## config.mk

```make
export PLATFORM = sky130hd
export DESIGN_NAME = rptr_seq
export DESIGN_NICKNAME = d
export VERILOG_FILES = /design/src/rtl/rptr_pkg.sv /design/src/rtl/rptr_count_decode.sv /design/src/rtl/rptr_req_gen.sv /design/src/rtl/rptr_seq.sv
export SDC_FILE = /design/constraint.sdc
export NUM_CORES = 1
export LEC_CHECK = 0
export BUFFER_PORTS_ARGS = -buffer_cell sky130_fd_sc_hd__buf_2
export CORE_ASPECT_RATIO = 0.9
export CORE_MARGIN = 1
export CORE_UTILIZATION = 44
export DETAILED_ROUTE_END_ITERATION = 6
export PLACE_DENSITY_LB_ADDON = 0.3
export SLEW_MARGIN = 10
export SYNTH_ARGS = -nofsm -noshare
export SYNTH_HDL_FRONTEND = slang
export SYNTH_SLANG_ARGS = --single-unit
```

## constraint.sdc

```tcl
create_clock -name clk_i -period 3.35 [get_ports clk_i]
set_input_delay 0.5025 -clock clk_i [delete_from_list [all_inputs] [get_ports clk_i]]
set_output_delay 0.5025 -clock clk_i [all_outputs]
set_load 0.02 [all_outputs]
```

## src/rtl/rptr_pkg.sv

```systemverilog
package rptr_pkg;
  typedef enum logic [2:0] {
    RK_NONE, RK_COMMON, RK_SINK, RK_MODE_T, RK_MODE_NT, RK_PHY
  } req_kind_e;

  typedef enum logic [2:0] {
    ST_IDLE, ST_COMMON, ST_SINK, ST_WR_T, ST_WR_NT, ST_WR_FB, ST_PHY
  } seq_state_e;
endpackage

```

## src/rtl/rptr_count_decode.sv

```systemverilog
module rptr_count_decode #(
  parameter int unsigned BYTE_W  = 8,
  parameter int unsigned MAX_RPT = 8,
  parameter int unsigned CNT_W   = $clog2(MAX_RPT + 1)
) (
  input  logic [BYTE_W-1:0] raw_i,
  output logic [CNT_W-1:0]  cnt_o,
  output logic              valid_o,
  output logic              zero_o
);
  localparam int unsigned NMAP = (MAX_RPT < BYTE_W) ? MAX_RPT : BYTE_W;

  logic [CNT_W-1:0] part [NMAP];

  // msb maps to 1, next bit to 2, ...
  for (genvar g = 0; g < NMAP; g++) begin : g_map
    assign part[g] = raw_i[BYTE_W-1-g] ? CNT_W'(g + 1) : '0;
  end

  always_comb begin
    cnt_o = '0;
    for (int i = 0; i < NMAP; i++) cnt_o = cnt_o | part[i];
  end

  assign zero_o  = (raw_i == '0);
  assign valid_o = $onehot(raw_i) && (cnt_o != '0);
endmodule

```

## src/rtl/rptr_req_gen.sv

```systemverilog
module rptr_req_gen
  import rptr_pkg::*;
#(
  parameter int unsigned ADDR_W = 20,
  parameter int unsigned LEN_W  = 8,
  parameter int unsigned DATA_W = 8,
  parameter int unsigned CNT_W  = 4,
  parameter logic [ADDR_W-1:0] COMMON_ADDR = 20'hF0000,
  parameter logic [ADDR_W-1:0] SINK_ADDR   = 20'h00000,
  parameter logic [ADDR_W-1:0] MODE_ADDR   = 20'hF0003,
  parameter logic [ADDR_W-1:0] PHY_BASE    = 20'hF0020,
  parameter int unsigned       PHY_STRIDE  = 'h50,
  parameter logic [LEN_W-1:0]  COMMON_LEN  = 8'd8,
  parameter logic [LEN_W-1:0]  SINK_LEN    = 8'd15,
  parameter logic [LEN_W-1:0]  PHY_LEN     = 8'd3,
  parameter logic [DATA_W-1:0] MODE_T      = 8'h55,
  parameter logic [DATA_W-1:0] MODE_NT     = 8'hAA
) (
  input  req_kind_e         kind_i,
  input  logic [CNT_W-1:0]  idx_i,
  output logic              valid_o,
  output logic              write_o,
  output logic [ADDR_W-1:0] addr_o,
  output logic [LEN_W-1:0]  len_o,
  output logic [DATA_W-1:0] wdata_o
);
  logic [ADDR_W-1:0] phy_off;
  assign phy_off = ADDR_W'(32'(idx_i) * PHY_STRIDE);

  always_comb begin
    valid_o = 1'b1;
    write_o = 1'b0;
    addr_o  = '0;
    len_o   = '0;
    wdata_o = '0;
    unique case (kind_i)
      RK_COMMON: begin addr_o = COMMON_ADDR; len_o = COMMON_LEN; end
      RK_SINK:   begin addr_o = SINK_ADDR;   len_o = SINK_LEN;   end
      RK_MODE_T: begin
        write_o = 1'b1; addr_o = MODE_ADDR; len_o = LEN_W'(1); wdata_o = MODE_T;
      end
      RK_MODE_NT: begin
        write_o = 1'b1; addr_o = MODE_ADDR; len_o = LEN_W'(1); wdata_o = MODE_NT;
      end
      RK_PHY:    begin addr_o = PHY_BASE + phy_off; len_o = PHY_LEN; end
      default:   valid_o = 1'b0;
    endcase
  end
endmodule

```

## src/rtl/rptr_seq.sv

```systemverilog
module rptr_seq
  import rptr_pkg::*;
#(
  parameter int unsigned ADDR_W  = 20,
  parameter int unsigned LEN_W   = 8,
  parameter int unsigned DATA_W  = 8,
  parameter int unsigned RES_W   = 8,
  parameter int unsigned MAX_RPT = 8,
  parameter logic [DATA_W-1:0] MIN_REV = 8'h14,
  parameter int          ERR_CODE    = -1,
  parameter logic [ADDR_W-1:0] SINK_ADDR = 20'h00000,
  parameter logic [ADDR_W-1:0] MODE_ADDR = 20'hF0003,
  parameter logic [DATA_W-1:0] MODE_T    = 8'h55,
  parameter logic [DATA_W-1:0] MODE_NT   = 8'hAA
) (
  input  logic                    clk_i,
  input  logic                    rst_ni,
  input  logic                    start_i,
  input  logic                    skip_detect_i,
  output logic                    req_valid_o,
  output logic                    req_write_o,
  output logic [ADDR_W-1:0]       req_addr_o,
  output logic [LEN_W-1:0]        req_len_o,
  output logic [DATA_W-1:0]       req_wdata_o,
  input  logic                    ack_i,
  input  logic                    ack_ok_i,
  input  logic [2*DATA_W-1:0]     ack_rdata_i,
  output logic                    busy_o,
  output logic                    done_o,
  output logic signed [RES_W-1:0] result_o
);
  localparam int unsigned CNT_W = $clog2(MAX_RPT + 1);

  seq_state_e        state_q;
  req_kind_e         kind;
  logic [DATA_W-1:0] raw_q;
  logic [CNT_W-1:0]  idx_q, cnt;
  logic              cnt_valid, cnt_zero, done_q;
  logic signed [RES_W-1:0] result_q;
  logic [DATA_W-1:0] rev_byte, cnt_byte;

  assign rev_byte = ack_rdata_i[DATA_W-1:0];
  assign cnt_byte = ack_rdata_i[2*DATA_W-1:DATA_W];

  rptr_count_decode #(.BYTE_W(DATA_W), .MAX_RPT(MAX_RPT), .CNT_W(CNT_W)) u_dec (
    .raw_i(raw_q), .cnt_o(cnt), .valid_o(cnt_valid), .zero_o(cnt_zero)
  );

  always_comb begin
    unique case (state_q)
      ST_COMMON: kind = RK_COMMON;
      ST_SINK:   kind = RK_SINK;
      ST_WR_T,
      ST_WR_FB:  kind = RK_MODE_T;
      ST_WR_NT:  kind = RK_MODE_NT;
      ST_PHY:    kind = RK_PHY;
      default:   kind = RK_NONE;
    endcase
  end

  rptr_req_gen #(
    .ADDR_W(ADDR_W), .LEN_W(LEN_W), .DATA_W(DATA_W), .CNT_W(CNT_W),
    .SINK_ADDR(SINK_ADDR), .MODE_ADDR(MODE_ADDR), .MODE_T(MODE_T), .MODE_NT(MODE_NT)
  ) u_req (
    .kind_i(kind), .idx_i(idx_q), .valid_o(req_valid_o), .write_o(req_write_o),
    .addr_o(req_addr_o), .len_o(req_len_o), .wdata_o(req_wdata_o)
  );

  always_ff @(posedge clk_i or negedge rst_ni) begin
    if (!rst_ni) begin
      state_q  <= ST_IDLE;
      raw_q    <= '0;
      idx_q    <= '0;
      done_q   <= 1'b0;
      result_q <= '0;
    end else begin
      done_q <= 1'b0;
      unique case (state_q)
        ST_IDLE: if (start_i) begin
          idx_q <= '0;
          raw_q <= '0;
          state_q <= skip_detect_i ? ST_SINK : ST_COMMON;
        end
        ST_COMMON: if (ack_i) begin
          // a failed or too-old block counts as no repeaters
          raw_q   <= (ack_ok_i && rev_byte >= MIN_REV) ? cnt_byte : '0;
          state_q <= ST_SINK;
        end
        ST_SINK: if (ack_i) begin
          if (!ack_ok_i || rev_byte < MIN_REV || cnt_zero) begin
            raw_q    <= '0;
            result_q <= ack_ok_i ? '0 : RES_W'(ERR_CODE);
            done_q   <= 1'b1;
            state_q  <= ST_IDLE;
          end else begin
            state_q <= ST_WR_T;
          end
        end
        ST_WR_T: if (ack_i) state_q <= cnt_valid ? ST_WR_NT : ST_WR_FB;
        ST_WR_NT: if (ack_i) begin
          idx_q   <= '0;
          state_q <= ack_ok_i ? ST_PHY : ST_WR_FB;
        end
        ST_WR_FB: if (ack_i) begin
          raw_q    <= '0;
          result_q <= '0;
          done_q   <= 1'b1;
          state_q  <= ST_IDLE;
        end
        ST_PHY: if (ack_i) begin
          if (idx_q == cnt - CNT_W'(1)) begin
            result_q <= RES_W'(cnt);
            done_q   <= 1'b1;
            state_q  <= ST_IDLE;
          end else begin
            idx_q <= idx_q + CNT_W'(1);
          end
        end
        default: state_q <= ST_IDLE;
      endcase
    end
  end

  assign busy_o   = (state_q != ST_IDLE);
  assign done_o   = done_q;
  assign result_o = result_q;
endmodule

```

==> results of run 1 <==
final cells by class:
cell class                 instances  area, sq um
clock buffer                       3         41.3
clock inverter                     1         5.00
fill                             417         2030
inverter                          27          101
multi-input combinational        164         1400
sequential                        21          528
tap                               62         77.6
timing repair buffer              71          390
cells in the mapped netlist (all sizes together), types with 3 or more instances:
cell type,number
a21o,3
a21oi,5
and3,3
buf,26
clkbuf,7
dfrtp,21
fa,5
ha,18
inv,27
mux2,6
mux2i,11
nand2,22
nand3,4
nand4,3
nor2,16
nor3,5
nor4,4
o21ai,9
xnor2,6
xor2,4
what timing repair did:
item                       CTS  global route
setup endpoints to repair    1             1
resized for setup            2             5
pin swaps                    7             0
logic make-up after synthesis:
logic type	Yosys count	synth area share, %
AND/OR/NAND/NOR	67	16.5
AO/OA/AOI/OAI	37	14.6
adder cells (fa/ha/maj)	23	15.1
XOR/XNOR	10	5.62
multiplexers	17	8.92
other	1	0.174
buffers and inverters	60	14.8
flip-flops	21	24.3
state kept, by name, indices dropped and copies added, names as in the netlist:
signal,cells
idx_q,4
done_o,1
result_o,5
raw_q,8
state_q,3
final timing paths:
check                                     from     endpoint  slack (ps)  depth (start not counted)
max in group asynchronous               rst_ni     raw_q[0]        2790                          1
worst min-delay path                    rst_ni   state_q[0]         190                          1
worst max-delay path                  raw_q[7]   state_q[0]        -220                         12
min in group clk_i              ack_rdata_i[9]     raw_q[1]         470                          3
worst max register to register        raw_q[7]   state_q[0]        -220                         12
worst min register to register     result_o[0]  result_o[0]         520                          1
power breakdown:
part           internal [mW]  switching [mW]
sequential             0.324           0.132
clock                 0.0829          0.0882
combinational          0.529           0.772
metrics by stage:
| step | worst slack, ps | utilization, % | total power [mW] |
|---|---|---|---|
| 2_1_floorplan | -175 | - | 1.51 |
| 3_3_place_gp | -274 | 53.9 | 1.72 |
| 3_5_place_dp | -337 | 53.9 | 1.73 |
| 4_1_cts | -266 | 55.0 | 1.90 |
| 5_1_grt | -311 | 55.6 | 2.08 |
| 6_report | -222 | 55.6 | 1.93 |
layer usage:
metal	share of wire, %	up-vias	track usage (%)
met5	0	-	0
met4	0.41	0	2.31
met3	4.7	2	3.39
met2	44	48	28.5
met1	51	787	26.3
li1	-	877	-
==> key figures, run 1 <==
Clock network
  • Skew-Pair Late Insertion Delay: roughly 260 ps
  • H-Tree Depth: 1
  • Sink Count: 21
  • Hold_buf cts: 0
  • CTS tree: done
  • Post-CTS Repair Setup Buffers: 0
  • Inserted Clock Buffers: 3
  • Max Buffers Root-to-Sink: 2
  • Clock root cell: clkbuf_8
  • Clk slew on worst S/H paths: about 80 ps

Drt
  • Routed length per instance: ~12 microns
  • Drc violations: 0
  • Via count: between 1500 and 2000
  • Vias per cell: 4.91
  • Final WL: around 4300 microns
  • DRT iter0 DRCs: between 100 and 150
  • Router iterations before antenna repair: 5
  • Routed Antenna Nets: 0

Critical path
  • Crit path largest cell delay: between 500 and 600 ps
  • CP max FO: 3
  • Critical Path Slowest Stage Cell: fa_1
  • Cell breakdown of the critical path: ha_2 -> fa_1 -> inv_2 -> fa_1 -> inv_1 -> ha_2 -> fa_1 -> or4b_4 -> a31oi_4 -> a2bb2oi_2 -> o21ai_1 -> mux2_4
  • Crit path DAT: approximately 3700 ps
  • WS Path Type: flip-flop to flip-flop
  • Critical path required time: approximately 3500 ps
  • Critical Path Start Type: flip-flop
  • CP bufs+invs: 2
  • Most used cell, CP: fa_1
  • Worst Setup End Kind: flip-flop
  • Crit-path leading delay family: adder cells

Layout
  • Nets@finish: 333
  • Layout Cells excl Fill: 349
  • Ant. Diodes: 0
  • Most frequent cells in the layout: buf_2, inv_1, nand2_1, dfrtp_1, nor2_1
  • Layout cells sized above 1: a little under two fifths
  • Most common cell after layout, fill and taps aside: buf_2
  • Design area: roughly 0.0025 sq mm
  • Synthesis-to-finish area growth: 17.7%

STA
  • Final hold violation count: 0
  • Setup TNS: -222 ps
  • Unrepaired setup endpoints after global routing: yes
  • Period utilization: 107%
  • Slew at the pin with the worst max-slew slack: 709 ps
  • WHS: approximately 190 ps
  • Relative slew slack: between 50 and 60%
  • Fmax: approximately 280 MHz
  • Final setup viols: 1
  • Worst clock skew: 3.64 ps
  • Fin worst setup slack: -222 ps
  • Slew Limit Fails: 0
  • Final min period: between 3000 and 4000 ps

Yosys
  • Synth cell types: 55
  • Main flop type after synthesis: dfrtp_1
  • Synth warn: 0
  • Largest cells by area after synthesis: dfrtp_1, ha_1, buf_4
  • EDFF count, synth: 0
  • Synthesized area: 0.00216 sq mm
  • Synth Area per Inst: between 9 and 10 sq um
  • Share of the synthesized area in the top cell type: ~24%
  • Seq/Total Area, Yosys: between 20 and 25%
  • Cells after Synth: 236
  • Async set or reset register ratio after synthesis: between 90% and 100%
  • Yosys reg bits: 21
  • Synth area leader: dfrtp_1

Place
  • Post-detail-place hpwl: approximately 3400 microns
  • Placed Instances: about 350
  • Placed inst area: approximately 0.0025 sq mm
  • Port bufs: 57
  • GPL Wtd Cong: 0.927

Pwr
  • Leak: about 1.3 nW
  • Power per standard cell area: approximately 760 mW/mm^2
  • Max IR drop VDD: 328 uV

Die
  • Top-Level Pins: 70
  • Core box area: 0.00458 sq mm
  • Initial Util: a little under half
  • Std-Cell Rows: 23
  • Die Wd: 75.9 microns
  • Die area: between 0.005 and 0.006 sq mm
  • Die Height: 68.5 microns

Global routing
  • Vias in the first global route: between 1000 and 1500
  • Global-route wire length before repair: slightly above 7000 microns
  • Largest net degree at the start of global routing: 22
  • GRT Overall Usage: a little under a fifth
  • Initial antenna violation count: 0
  • GR Overflow Total: 0

Worst hold path
  • Worst hold path type: input port to async pin

Status
  • Failing checks: setup timing
  • Outcome: complete, but fails checks

Run
  • Max cap viols: 0
Power figures use the tool's default switching activity.
==> run 2: changes to the inputs <==
--- a/config.mk
+++ b/config.mk
@@ -11,6 +11,7 @@
 export CORE_UTILIZATION = 44
 export DETAILED_ROUTE_END_ITERATION = 6
 export PLACE_DENSITY_LB_ADDON = 0.3
+export SETUP_SLACK_MARGIN = 0.3
 export SLEW_MARGIN = 10
 export SYNTH_ARGS = -nofsm -noshare
 export SYNTH_HDL_FRONTEND = slang
==> run 2 against run 1 <==
Sequential power fell by 2%. Final area grew 1.5%. Via count grew 1.1%. Critical endpoint unchanged. Worst hold slack is essentially flat. Sequential share of layout area down 0.21 points. Total power increased by 0.11%. First-iteration DRC count decreased by 5.4%. Largest power group unchanged. Clock skew decreased by 0.77 ps. Count of clock-buffer cells in the layout unchanged. Die area did not move. Setup slack worse by 2.1 ps. Global-route usage stayed put. The flow still finishes with violations (setup timing).
==> key figures, run 2 (synthesis results as in run 1) <==
Place
  • Post-place setup slack: -337 ps
  • Post-detail-place hpwl: approximately 3400 microns
  • Port bufs: 57
  • GPL Wtd Cong: 0.927

Status
  • Outcome: complete, but fails checks
  • Failing checks: setup timing

Clock network
  • Sink Count: 21
  • Skew-Pair Late Insertion Delay: approximately 260 ps
  • Clk slew on worst S/H paths: roughly 80 ps
  • H-Tree Depth: 1
  • CTS tree: done
  • Inserted Clock Buffers: 3
  • Clock root cell: clkbuf_8
  • Max Buffers Root-to-Sink: 2
  • Hold_buf cts: 0

Global routing
  • Global-route wire length before repair: 7080 microns
  • Vias in the first global route: roughly 1500
  • Initial antenna violation count: 0
  • GR Overflow Total: 0
  • Met3 Use GR: ~3.4%
  • Largest net degree at the start of global routing: 22
  • GRT met1 Usage: 26.3%
  • GRT met2 Usage: ~29%
  • Most Crowded Layer GR: met2
  • GRT Overall Usage: between 10% and 20%

Drt
  • Router iterations before antenna repair: 4
  • Final WL: around 4400 microns
  • Routed length per instance: between 10 and 15 microns
  • Routed Antenna Nets: 0
  • Drc violations: 0
  • Vias per cell: a little under 5
  • DRT iter0 DRCs: around 110
  • Via count: 1732

Critical path
  • CP max FO: 3
  • Critical Path Start Type: flip-flop
  • Worst Setup End Kind: flip-flop
  • WS Path Type: flip-flop to flip-flop
  • Cell breakdown of the critical path: ha_2 -> fa_1 -> inv_2 -> fa_1 -> inv_1 -> ha_2 -> fa_1 -> or4b_4 -> a31oi_4 -> a2bb2oi_2 -> o21ai_1 -> mux2_4
  • Critical Path Slowest Stage Cell: fa_1
  • Crit path largest cell delay: roughly 540 ps
  • Critical path required time: between 3000 and 4000 ps
  • Most used cell, CP: fa_1
  • R2R cell count: 12
  • Crit path DAT: roughly 3700 ps

Pwr
  • Power per standard cell area: about 750 mW/mm^2
  • Leak: roughly 1.3 nW
  • Max IR drop VDD: 327 uV

Layout
  • Biggest register: raw_q
  • Ant. Diodes: 0
  • Layout cells sized above 1: about 40%
  • Nets@finish: approximately 340
  • Filler cell count: roughly 410
  • Synthesis-to-finish area growth: 19.5%
  • Max reg flops: 8
  • Most frequent cells in the layout: buf_2, inv_1, nand2_1, dfrtp_1, buf_4
  • Most common cell after layout, fill and taps aside: buf_2

STA
  • Relative slew slack: between 50% and 60%
  • Fin worst setup slack: -224 ps
  • Period utilization: 107%
  • Worst clock skew: approximately 2.9 ps
  • Slew at the pin with the worst max-slew slack: 705 ps
  • Unrepaired setup endpoints after global routing: yes
  • Setup TNS: -224 ps
  • Final hold violation count: 0
  • Slew Limit Fails: 0
  • Final min period: 3570 ps
  • Fmax: around 280 MHz
  • WHS: a little under 200 ps
  • Final setup viols: 1

Die
  • Initial Util: 47.2%
  • Std-Cell Rows: 23
  • Top-Level Pins: 70
  • Core box area: 0.00458 sq mm
  • Die area: 0.00520 sq mm
  • Die Wd: around 76 microns
  • Die Height: a little under 70 microns

Run
  • Max cap viols: 0

Worst hold path
  • Worst hold path type: input port to async pin
-- run 2: changes by cell type in the layout (fill, tap and decap cells not counted) --
cell	change
xnor2_1	-1
nor4_1	-1
nor4_2	+1
buf_4	+3
dfrtp_1	-2
dfrtp_2	+2
xnor2_2	+1
-- run 2: what timing repair did --
item | 4_1_cts | 5_1_grt
pin swaps | 7 | 0
setup endpoints to repair | 1 | 4
setup buffers | 0 | 3
gates resized for setup | 2 | 9
-- run 2: cell type report --
| class | count | area, sq um | area share (%) |
|---|---|---|---|
| Clock buffer | 3 | 41.3 | 1.60 |
| Clock inverter | 1 | 5.00 | 0.194 |
| Inverter | 27 | 101 | 3.92 |
| Multi-Input combinational cell | 164 | 1410 | 54.7 |
| Sequential cell | 21 | 531 | 20.5 |
| Tap cell | 62 | 77.6 | 3.00 |
| Timing Repair Buffer | 74 | 413 | 16.0 |
-- run 2: where the power goes --
group | leakage [nW] | internal, mW | total (mW) | switching [mW]
registers | 0.271 | 0.325 | 0.449 | 0.125
logic | 1.03 | 0.533 | 1.31 | 0.777
clock network | 0.0255 | 0.0829 | 0.171 | 0.0879
total | 1.33 | 0.941 | 1.93 | 0.990
-- run 2: worst max-delay path: cells and delay by family (launching register included) --
family                   cells  cell delay (ps)
AND/OR/NAND/NOR              1              510
adder cells (fa/ha/maj)      5             1810
multiplexers                 1              280
buffers and inverters        2               80
AO/OA/AOI/OAI                3              370
flip-flops                   1              410
-- run 2: per-stage QoR --
step | instance area (sq um) | util (%) | power [mW] | cells
global placement | 2470 | 53.9 | 1.72 | 345
finish | 2580 | 56.4 | 1.93 | 352
detailed placement | 2470 | 53.9 | 1.73 | 345
CTS | 2520 | 55.0 | 1.90 | 349
floorplan | 2220 | - | 1.51 | 245
global route | 2580 | 56.4 | 2.09 | 352
-- run 2: final timing paths --
check / slack (ps) / to / start
worst max-delay path: -220 / state_q[0] / raw_q[7]
worst min-delay path: 190 / state_q[0] / rst_ni
worst max register to register: -220 / state_q[0] / raw_q[7]
worst min register to register: 520 / result_o[0] / result_o[0]
max in group asynchronous: 2800 / raw_q[1] / rst_ni
min in group clk_i: 470 / raw_q[0] / ack_rdata_i[8]
-- run 2: layer usage --
layer	wire length, microns	part of all wire (%)	vias up
li1	-	-	885
met1	2210	51	797
met2	1940	44	48
met3	202	4.6	2
met4	18	0.41	0
met5	0	0	-
